`src/rtl/dac_front_pkg.sv`:
```
package dac_front_pkg;
  localparam int FRAME_W = 24;
  localparam int CODE_W  = 12;
  localparam int CMD_HI  = 21;
  localparam int ADR_HI  = 18;
  localparam int DAT_HI  = 15;
  localparam int OPT_LO  = 4;

  typedef enum logic [2:0] {
    CMD_WR_IN      = 3'b000,
    CMD_UPD_FROM   = 3'b001,
    CMD_WR_UPD_ALL = 3'b010,
    CMD_WR_UPD_ONE = 3'b011,
    CMD_PWR_DOWN   = 3'b100,
    CMD_RESET      = 3'b101,
    CMD_LD_MASK    = 3'b110,
    CMD_REF_EN     = 3'b111
  } cmd_e;
endpackage

```
`src/rtl/dac_edge_sync.sv`:
```
module dac_edge_sync #(
  parameter int STAGES = 2,
  parameter bit IDLE   = 1'b1
) (
  input  logic clk,
  input  logic rst_n,
  input  logic din,
  output logic lvl,
  output logic fall
);
  logic [STAGES-1:0] pipe;
  logic              last;

  always_ff @(posedge clk or negedge rst_n) begin
    if (!rst_n) begin
      pipe <= {STAGES{IDLE}};
      last <= IDLE;
    end else begin
      pipe <= {pipe[STAGES-2:0], din};
      last <= pipe[STAGES-1];
    end
  end

  assign lvl  = pipe[STAGES-1];
  assign fall = last & ~pipe[STAGES-1];
endmodule

```
`src/rtl/dac_frame_rx.sv`:
```
module dac_frame_rx #(
  parameter int FRAME_W = 24,
  parameter int STAGES  = 2
) (
  input  logic               clk,
  input  logic               rst_n,
  input  logic               sclk,
  input  logic               sync_n,
  input  logic               sdin,
  input  logic               abort,
  output logic               commit,
  output logic [FRAME_W-1:0] word
);
  localparam int CNT_W = $clog2(FRAME_W);
  localparam logic [CNT_W-1:0] LAST = CNT_W'(FRAME_W - 1);

  logic [2:0] raw, lvl, fall;
  assign raw = {sdin, sync_n, sclk};

  for (genvar g = 0; g < 3; g++) begin : g_sync
    dac_edge_sync #(.STAGES(STAGES), .IDLE(1'b1)) u_sync (
      .clk(clk), .rst_n(rst_n), .din(raw[g]), .lvl(lvl[g]), .fall(fall[g])
    );
  end

  logic               active;
  logic [CNT_W-1:0]   cnt;
  logic [FRAME_W-2:0] shreg;

  always_ff @(posedge clk or negedge rst_n) begin
    if (!rst_n) begin
      active <= 1'b0;
      cnt    <= '0;
      shreg  <= '0;
      commit <= 1'b0;
      word   <= '0;
    end else begin
      commit <= 1'b0;
      if (lvl[1] || abort) begin
        active <= 1'b0;
        cnt    <= '0;
      end else if (fall[1]) begin
        active <= 1'b1;
        cnt    <= '0;
      end else if (active && fall[0]) begin
        shreg <= {shreg[FRAME_W-3:0], lvl[2]};
        if (cnt == LAST) begin
          commit <= 1'b1;
          word   <= {shreg, lvl[2]};
          active <= 1'b0;
        end else begin
          cnt <= cnt + 1'b1;
        end
      end
    end
  end

  assert_commit_needs_select_R3: assert property (@(posedge clk) disable iff (!rst_n)
    commit |-> $past(!lvl[1] && !abort));
  assert_commit_single_R2: assert property (@(posedge clk) disable iff (!rst_n)
    commit |=> !commit);
endmodule

```
`src/rtl/dac_chan_regs.sv`:
```
module dac_chan_regs #(
  parameter int CODE_W = 12
) (
  input  logic              clk,
  input  logic              rst_n,
  input  logic              zero,
  input  logic              wr_in,
  input  logic              load_data,
  input  logic              load_in,
  input  logic              ldac_go,
  input  logic              masked,
  input  logic [CODE_W-1:0] data,
  output logic [CODE_W-1:0] out_q
);
  logic [CODE_W-1:0] in_q;
  logic              pend;
  logic              copy;

  assign copy = ldac_go && pend && !masked;

  always_ff @(posedge clk or negedge rst_n) begin
    if (!rst_n) begin
      in_q  <= '0;
      out_q <= '0;
      pend  <= 1'b0;
    end else if (zero) begin
      in_q  <= '0;
      out_q <= '0;
      pend  <= 1'b0;
    end else begin
      if (wr_in) begin
        in_q <= data;
        pend <= 1'b1;
      end
      if (load_data) begin
        out_q <= data;
        pend  <= 1'b0;
      end else if (load_in || copy) begin
        out_q <= in_q;
        if (!wr_in) pend <= 1'b0;
      end
    end
  end

  assert_clear_zeroes_R9: assert property (@(posedge clk) disable iff (!rst_n)
    zero |=> (in_q == '0) && (out_q == '0));
  assert_strobe_copies_R4: assert property (@(posedge clk) disable iff (!rst_n)
    (copy && !zero && !load_data && !load_in) |=> out_q == $past(in_q));
endmodule

```
`src/rtl/dac_serial_front.sv`:
```
module dac_serial_front
  import dac_front_pkg::*;
#(
  parameter int STAGES = 2
) (
  input  logic              clk,
  input  logic              rst_n,
  input  logic              sclk,
  input  logic              sync_n,
  input  logic              sdin,
  input  logic              ldac_n,
  input  logic              clr_n,
  output logic [CODE_W-1:0] code_a,
  output logic [CODE_W-1:0] code_b,
  output logic [1:0]        pwr_down,
  output logic              ref_en,
  output logic              clear_mode
);
  localparam int NCH = 2;

  logic [1:0] ctl_raw, ctl_lvl, ctl_fall;
  assign ctl_raw = {clr_n, ldac_n};

  for (genvar g = 0; g < 2; g++) begin : g_ctl
    dac_edge_sync #(.STAGES(STAGES), .IDLE(1'b1)) u_sync (
      .clk(clk), .rst_n(rst_n), .din(ctl_raw[g]), .lvl(ctl_lvl[g]), .fall(ctl_fall[g])
    );
  end

  logic clr_fall, clr_lvl, ldac_go;
  assign clr_fall = ctl_fall[1];
  assign clr_lvl  = ctl_lvl[1];
  assign ldac_go  = !ctl_lvl[0] && clr_lvl;

  logic               commit;
  logic [FRAME_W-1:0] word;

  dac_frame_rx #(.FRAME_W(FRAME_W), .STAGES(STAGES)) u_rx (
    .clk(clk), .rst_n(rst_n), .sclk(sclk), .sync_n(sync_n), .sdin(sdin),
    .abort(clr_fall), .commit(commit), .word(word)
  );

  cmd_e              cmd;
  logic [2:0]        addr;
  logic [CODE_W-1:0] data;
  logic [1:0]        opt;
  logic [NCH-1:0]    sel;
  logic              unused_bits;

  assign cmd         = cmd_e'(word[CMD_HI -: 3]);
  assign addr        = word[ADR_HI -: 3];
  assign data        = word[DAT_HI -: CODE_W];
  assign opt         = word[OPT_LO +: 2];
  assign unused_bits = ^{word[FRAME_W-1:CMD_HI+1], word[OPT_LO-1:0]};

  always_comb begin
    case (addr)
      3'b000:  sel = 2'b01;
      3'b001:  sel = 2'b10;
      3'b111:  sel = 2'b11;
      default: sel = 2'b00;
    endcase
  end

  logic [NCH-1:0] ld_mask;
  logic [CODE_W-1:0] out_q [NCH];
  logic           zero_all;
  assign zero_all = clr_fall || (commit && cmd == CMD_RESET);

  for (genvar c = 0; c < NCH; c++) begin : g_ch
    logic wr_in, load_data, load_in;
    assign wr_in     = commit && sel[c] &&
                       (cmd == CMD_WR_IN || cmd == CMD_WR_UPD_ALL || cmd == CMD_WR_UPD_ONE);
    assign load_data = commit && sel[c] &&
                       (cmd == CMD_WR_UPD_ALL || cmd == CMD_WR_UPD_ONE);
    assign load_in   = commit && ((cmd == CMD_UPD_FROM && sel[c]) ||
                                  (cmd == CMD_WR_UPD_ALL && !sel[c]));
    dac_chan_regs #(.CODE_W(CODE_W)) u_ch (
      .clk(clk), .rst_n(rst_n), .zero(zero_all), .wr_in(wr_in),
      .load_data(load_data), .load_in(load_in), .ldac_go(ldac_go),
      .masked(ld_mask[c]), .data(data), .out_q(out_q[c])
    );
  end

  assign code_a = out_q[0];
  assign code_b = out_q[1];

  always_ff @(posedge clk or negedge rst_n) begin
    if (!rst_n) begin
      pwr_down   <= '0;
      ld_mask    <= '0;
      ref_en     <= 1'b0;
      clear_mode <= 1'b0;
    end else begin
      if (clr_fall) clear_mode <= 1'b1;
      else if (commit) clear_mode <= 1'b0;
      if (commit) begin
        case (cmd)
          CMD_PWR_DOWN: begin
            for (int c = 0; c < NCH; c++) if (sel[c]) pwr_down[c] <= opt[0];
          end
          CMD_RESET: begin
            pwr_down <= '0;
            ld_mask  <= '0;
            ref_en   <= 1'b0;
          end
          CMD_LD_MASK: ld_mask <= opt;
          CMD_REF_EN:  ref_en  <= opt[0];
          default: ;
        endcase
      end
    end
  end

  assert_strobe_held_off_R10: assert property (@(posedge clk) disable iff (!rst_n)
    (!clr_lvl && $past(!clr_lvl) && !commit) |=> ($stable(code_a) && $stable(code_b)));
  assert_clear_flag_hold_R12: assert property (@(posedge clk) disable iff (!rst_n)
    (clear_mode && !commit) |=> clear_mode);
  assert_clear_flag_set_R9: assert property (@(posedge clk) disable iff (!rst_n)
    clr_fall |=> clear_mode);
endmodule

```
`config.mk`:
```
export PLATFORM = sky130hd
export DESIGN_NAME = dac_serial_front
export DESIGN_NICKNAME = d
export VERILOG_FILES = /design/src/rtl/dac_front_pkg.sv /design/src/rtl/dac_edge_sync.sv /design/src/rtl/dac_frame_rx.sv /design/src/rtl/dac_chan_regs.sv /design/src/rtl/dac_serial_front.sv
export SDC_FILE = /design/constraint.sdc
export NUM_CORES = 1
export LEC_CHECK = 0
export BUFFER_PORTS_ARGS = -buffer_cell sky130_fd_sc_hd__buf_2
export CAP_MARGIN = 25
export CORE_MARGIN = 10
export CORE_UTILIZATION = 25
export DETAILED_ROUTE_END_ITERATION = 16
export PLACE_DENSITY_LB_ADDON = 0.1
export SYNTH_ARGS = -nofsm -noshare
export SYNTH_HDL_FRONTEND = slang
export SYNTH_HIERARCHICAL = 1
export SYNTH_SLANG_ARGS = --single-unit
```
`constraint.sdc`:
```
create_clock -name clk -period 3.25 [get_ports clk]
set_input_delay 0.65 -clock clk [delete_from_list [all_inputs] [get_ports clk]]
set_output_delay 0.65 -clock clk [all_outputs]
set_load 0.02 [all_outputs]
```
# Word-level counts from Yosys, hierarchy flattened
# Index checks and enable logic that the tools add are counted.
# W data, S select, Z words.
# op_classes
magnitude_cmp,0
eq_ne,13
add_sub_neg,1
div,0
reduce_logical,53
shifts,0
mul,0
muxes,40
bitwise_logic,8
# ops
cell,n
$mux W12,10
$mux W1,22
$mux W5,4
$logic_and A1 B1 Y1,19
$eq A3 B3 Y1 const B,5
$reduce_bool A2 Y1,6
$reduce_bool A3 Y1,4
$logic_or A1 B1 Y1,9
$reduce_and A3 Y1,3
$pmux W2 S2,2
$reduce_and A2 Y1,4
$eq A3 B1 Y1 const B,2
$eq A3 B2 Y1 const B,2
$logic_not A3 Y1,2
$pmux W2 S3,1
$add A5 B1 Y5 const B,1
$eq A5 B5 Y1 const B,1
$logic_not A1 Y1,5
$not A1 Y1,5
$ne A2 B2 Y1 const B,2
$reduce_and A4 Y1,1
$and A1 B1 Y1,3
$ne A3 B2 Y1 const B,1
$pmux W1 S2,1
# totals
rom_bits,0
ramBits,0
in_bits,7
word_cells,139
ff_bits,119
out_inout_bits,28
latch_bits,0
mem_count,0

# Logic depth before layout (Yosys ltp)
# depth
depth_word,10
ltp_mapped,9
depth_no_buf,6

# Cells and area by module
# Netlist, hierarchy kept.
# by_module_without_submodules
mod,seq_area_each_um2,n_inst,area_per_inst_um2,cells_per_inst
dac_chan_regs,625.6,2,1226.2,100
dac_frame_rx,1351.3,1,2112.0,136
dac_serial_front,150.1,1,564.3,69
dac_edge_sync,78.8,5,92.6,4

# Worst setup path before layout
# Ideal clock, no wire load.
# synth_timing
path_kind,register -> register
start,register u_rx.word[18]
end,register g_ch[0].u_ch.out_q[11]
stages_incl_launch_ff,9
synth_period_minus_slack_ps,2034
required_time_ps,3125
setup_ps,125
setup_slack_ps,1216
arrival_ps,1909
cell_sequence,dfrtp_1 -> buf_6 -> and3_4 -> or3b_1 -> a31oi_1 -> nor3_4 -> o21ai_2 -> buf_6 -> mux2_4
# synth_via
elab_chain_len,8
# synth_lines
element,line_no,rtl
start: declaration,dac_frame_rx.sv:12,output logic [FRAME_W-1:0] word
start signal: assignment,dac_frame_rx.sv:49,"word <= {shreg, lvl[2]};"
"$eq A3 B3 Y1, or another cell as far along",dac_serial_front.sv:57,case (addr)
$pmux W2 S3 *,dac_serial_front.sv:57,
$logic_not A1 Y1,dac_serial_front.sv:77,(cmd == CMD_WR_UPD_ALL && !sel[c]));
$logic_and A1 B1 Y1,dac_serial_front.sv:77,
$logic_or A1 B1 Y1 *,dac_serial_front.sv:76,assign load_in = commit && ((cmd == CMD_UPD_FROM && sel[c]) ||
$logic_and A1 B1 Y1 *,dac_serial_front.sv:76,
via g_ch[0].load_in,dac_serial_front.sv:71,"logic wr_in, load_data, load_in;"
$logic_or A1 B1 Y1 *,dac_chan_regs.sv:38,end else if (load_in || copy) begin
$reduce_bool A3 Y1 (no source line) *,--,
end signal: assignment,dac_chan_regs.sv:36,out_q <= data;
end signal: assignment,dac_chan_regs.sv:39,out_q <= in_q;
end: declaration,dac_chan_regs.sv:13,output logic [CODE_W-1:0] out_q
# Mark *: on every way through the listed nets, which the timed path passes. The rest lies on a longest branch.
# A chain may end at the register's enable or synchronous reset.

# Final worst setup path
# layout_timing
start,register u_rx.word[20]
end,register g_ch[0].u_ch.out_q[10]
# layout_via
elab_chain_len,6
# layout_lines
element,line_no
$eq A3 B1 Y1 or $eq A3 B2 Y1 (tied branches),"dac_serial_front.sv:76, dac_serial_front.sv:77"
"$logic_and A1 B1 Y1, on equally long branches","dac_serial_front.sv:76, dac_serial_front.sv:77"
$logic_or A1 B1 Y1 *,dac_serial_front.sv:76
$logic_and A1 B1 Y1 *,dac_serial_front.sv:76
via g_ch[0].load_in,dac_serial_front.sv:71
$logic_or A1 B1 Y1 *,dac_chan_regs.sv:38
$reduce_bool A3 Y1 (no source line) *,--
# Marked as above.

==> results by group <==
STA
  – Worst Skew: 0.01086 ns
  – Fmax: 419.1 MHz
  – Max-slew violation count: 0
  – RSZ-0062 raised after global routing: no
  – Final worst path period need: roughly 2.4 ns
  – Final Hold Vio Count: 0
  – Setup WS post-layout: 0.8638 ns
  – Setup TNS: 0 ns
  – Final setup viols: 0
  – Measured slew at the worst slew-check pin: approximately 0.93 ns
  – Max_slew headroom: 37.99%
  – Period utilisation layout: 73.42%

Clock tree
  – Clk buf depth: 2
  – H-Tree Depth: 4
  – Number of buffers created by CTS: 17
  – CTS hold repair buffers: 0
  – Root cell of the clock tree: clkbuf_16
  – Post-CTS Resized: 0
  – CTS tree: done
  – Setup Fix Bufs, Post-CTS: 0
  – Clk Latency, worst-skew pair: 0.41 ns
  – Clock sink count: 115
  – CTS clk-pin slew, worst paths: 0.05 ns

Global route
  – Largest net degree at the start of global routing: 64
  – Total track usage: 8.736%
  – Total grt overflow: 0
  – First-pass GRT wire length: 18290 µm
  – Initial antenna violation count: 0
  – Vias in the first global route: 3254

Setup path
  – Worst setup EP type: flop
  – Max Fanout on Critical Path: 13
  – Worst path arrival time: 2.67 ns
  – WP data required: 3.54 ns
  – Setup CP Type: flop to flop
  – Worst setup SP type: flop

Detailed routing
  – Drt pass-1 iters: 4
  – Initial DRC Count: between 100 and 150
  – Drt drc: 0
  – Routed WL per cell: around 15 µm
  – Vias: 3044
  – Total routed wirelength: roughly 11000 µm
  – ANT nets after route: 0
  – DR vias/cell: between 4 and 5

Min path
  – Type of the worst min-delay path: input port to async pin

Placed design
  – DP HPWL: 7205 µm
  – IO Port Bufs: 34
  – Routability cong.: 0.6876
  – Place WS: roughly 0.81 ns

Floorplanning
  – Die width: 164.5 µm
  – Die area: 27070 µm²
  – Cell Rows: 52
  – Die height: ~160 µm
  – Initial Utilization: about a quarter
  – I/O pin count: 35
  – Core box area: 20360 µm²

Power
  – PD cells: 520.5 nW/µm²
  – Leakage power: 2.815 nW
  – Max VDD drop: 0.0003184 V

Logic synthesis
  – Net Count, Synth: 413
  – YS warnings: 6
  – Synthesized area per cell: 12.89 µm²
  – Synth Cell Area: 5221 µm²
  – Syn Inst Count: 405

Final layout
  – Final nets: 448
  – Area grow syn2layout: 17.35%
  – Most frequent cells in the layout: dfrtp_1 (102), nor2_1 (59), mux2i_1 (48), mux2_2 (44), buf_2 (33)
  – Fraction of layout cells with a size suffix above 1: 35.62%
  – Antenna Cells: 0
  – Most common cell after layout, fill and taps aside: dfrtp_1

Run status
  – Status: finished, final reports clean

Job
  – Total of max-cap violations: 0
[report_power, final]
part	internal [mW]	total (mW)	switching [mW]
Sequential	1.45	1.46	0.00610
Clock	1.00	1.65	0.648
Combinational	0.0239	0.0827	0.0588
[state kept, by name, summed over array words and instances (netlist names)]
signal                   flops
g_ctl.u_sync/pipe            4
u_rx/g_sync.u_sync/last      2
pwr_down                     2
g_ch.u_ch/out_q             24
g_ch.u_ch/in_q              24
ld_mask                      2
ref_en                       1
u_rx/word                   18
u_rx/commit                  1
u_rx/active                  1
u_rx/g_sync.u_sync/pipe      6
u_rx/cnt                     5
g_ctl.u_sync/last            1
u_rx/shreg                  21
clear_mode                   1
g_ch.u_ch/pend               2
[through the flow]
step           instance area (µm²)  total power, mW  hold slack (ns)  instances  utilization (%)
2_1_floorplan                 5221            1.524           0.3452        405                -
3_3_place_gp                  5605            1.569           0.3457        691            27.53
3_5_place_dp                  5605            1.570           0.3468        691            27.53
4_1_cts                       6127            3.255           0.3145        722            30.09
5_1_grt                       6127            3.330           0.3153        722            30.09
6_report                      6127            3.189           0.3104        722            30.09
[path summary, 6_finish.rpt]
kind / start / to / slack [ns] / cells after the start
min reg2reg: u_rx/g_sync[1].u_sync/pipe[0]$_DFF_PN1_ / u_rx/g_sync[1].u_sync/pipe[1]$_DFF_PN1_ / 0.35 / 0
min in group clk: sync_n / u_rx/g_sync[1].u_sync/pipe[0]$_DFF_PN1_ / 0.34 / 1
min: rst_n / u_rx/cnt[4]$_DFFE_PN0P_ / 0.31 / 1
max in group asynchronous: rst_n / g_ch[0].u_ch/in_q[3]$_DFFE_PN0P_ / 2.12 / 2
max reg2reg: u_rx/word[20]$_DFFE_PN0P_ / g_ch[0].u_ch/out_q[10]$_DFFE_PN0P_ / 0.86 / 6
max: u_rx/word[20]$_DFFE_PN0P_ / g_ch[0].u_ch/out_q[10]$_DFFE_PN0P_ / 0.86 / 6
[layout make-up]
class,instances,area [µm²]
Timing Repair Buffer,44,260.3
Multi-Input combinational cell,258,2098
Fill cell,2076,14240
Tap cell,270,337.8
Clock inverter,10,61.31
Inverter,4,15.01
Clock buffer,21,460.4
Sequential cell,115,2894
[critical path: stages (launching register included)]
cell	delay (ns)
dfrtp_1	0.59
nor2b_1	0.20
or3b_1	0.35
a31oi_1	0.30
nor3_4	0.06
o21ai_2	0.35
mux2_2	0.41
[layer usage]
metal  GRT usage, %  up-vias  part of all wire, %
met5              0        -                    0
met1          11.32     1541                   50
met3          2.763        5                  3.4
li1               -     1464                    -
met4          3.382        0                 0.93
met2          13.31       34                   45
Note: power is estimated with default switching activity, not from simulation.
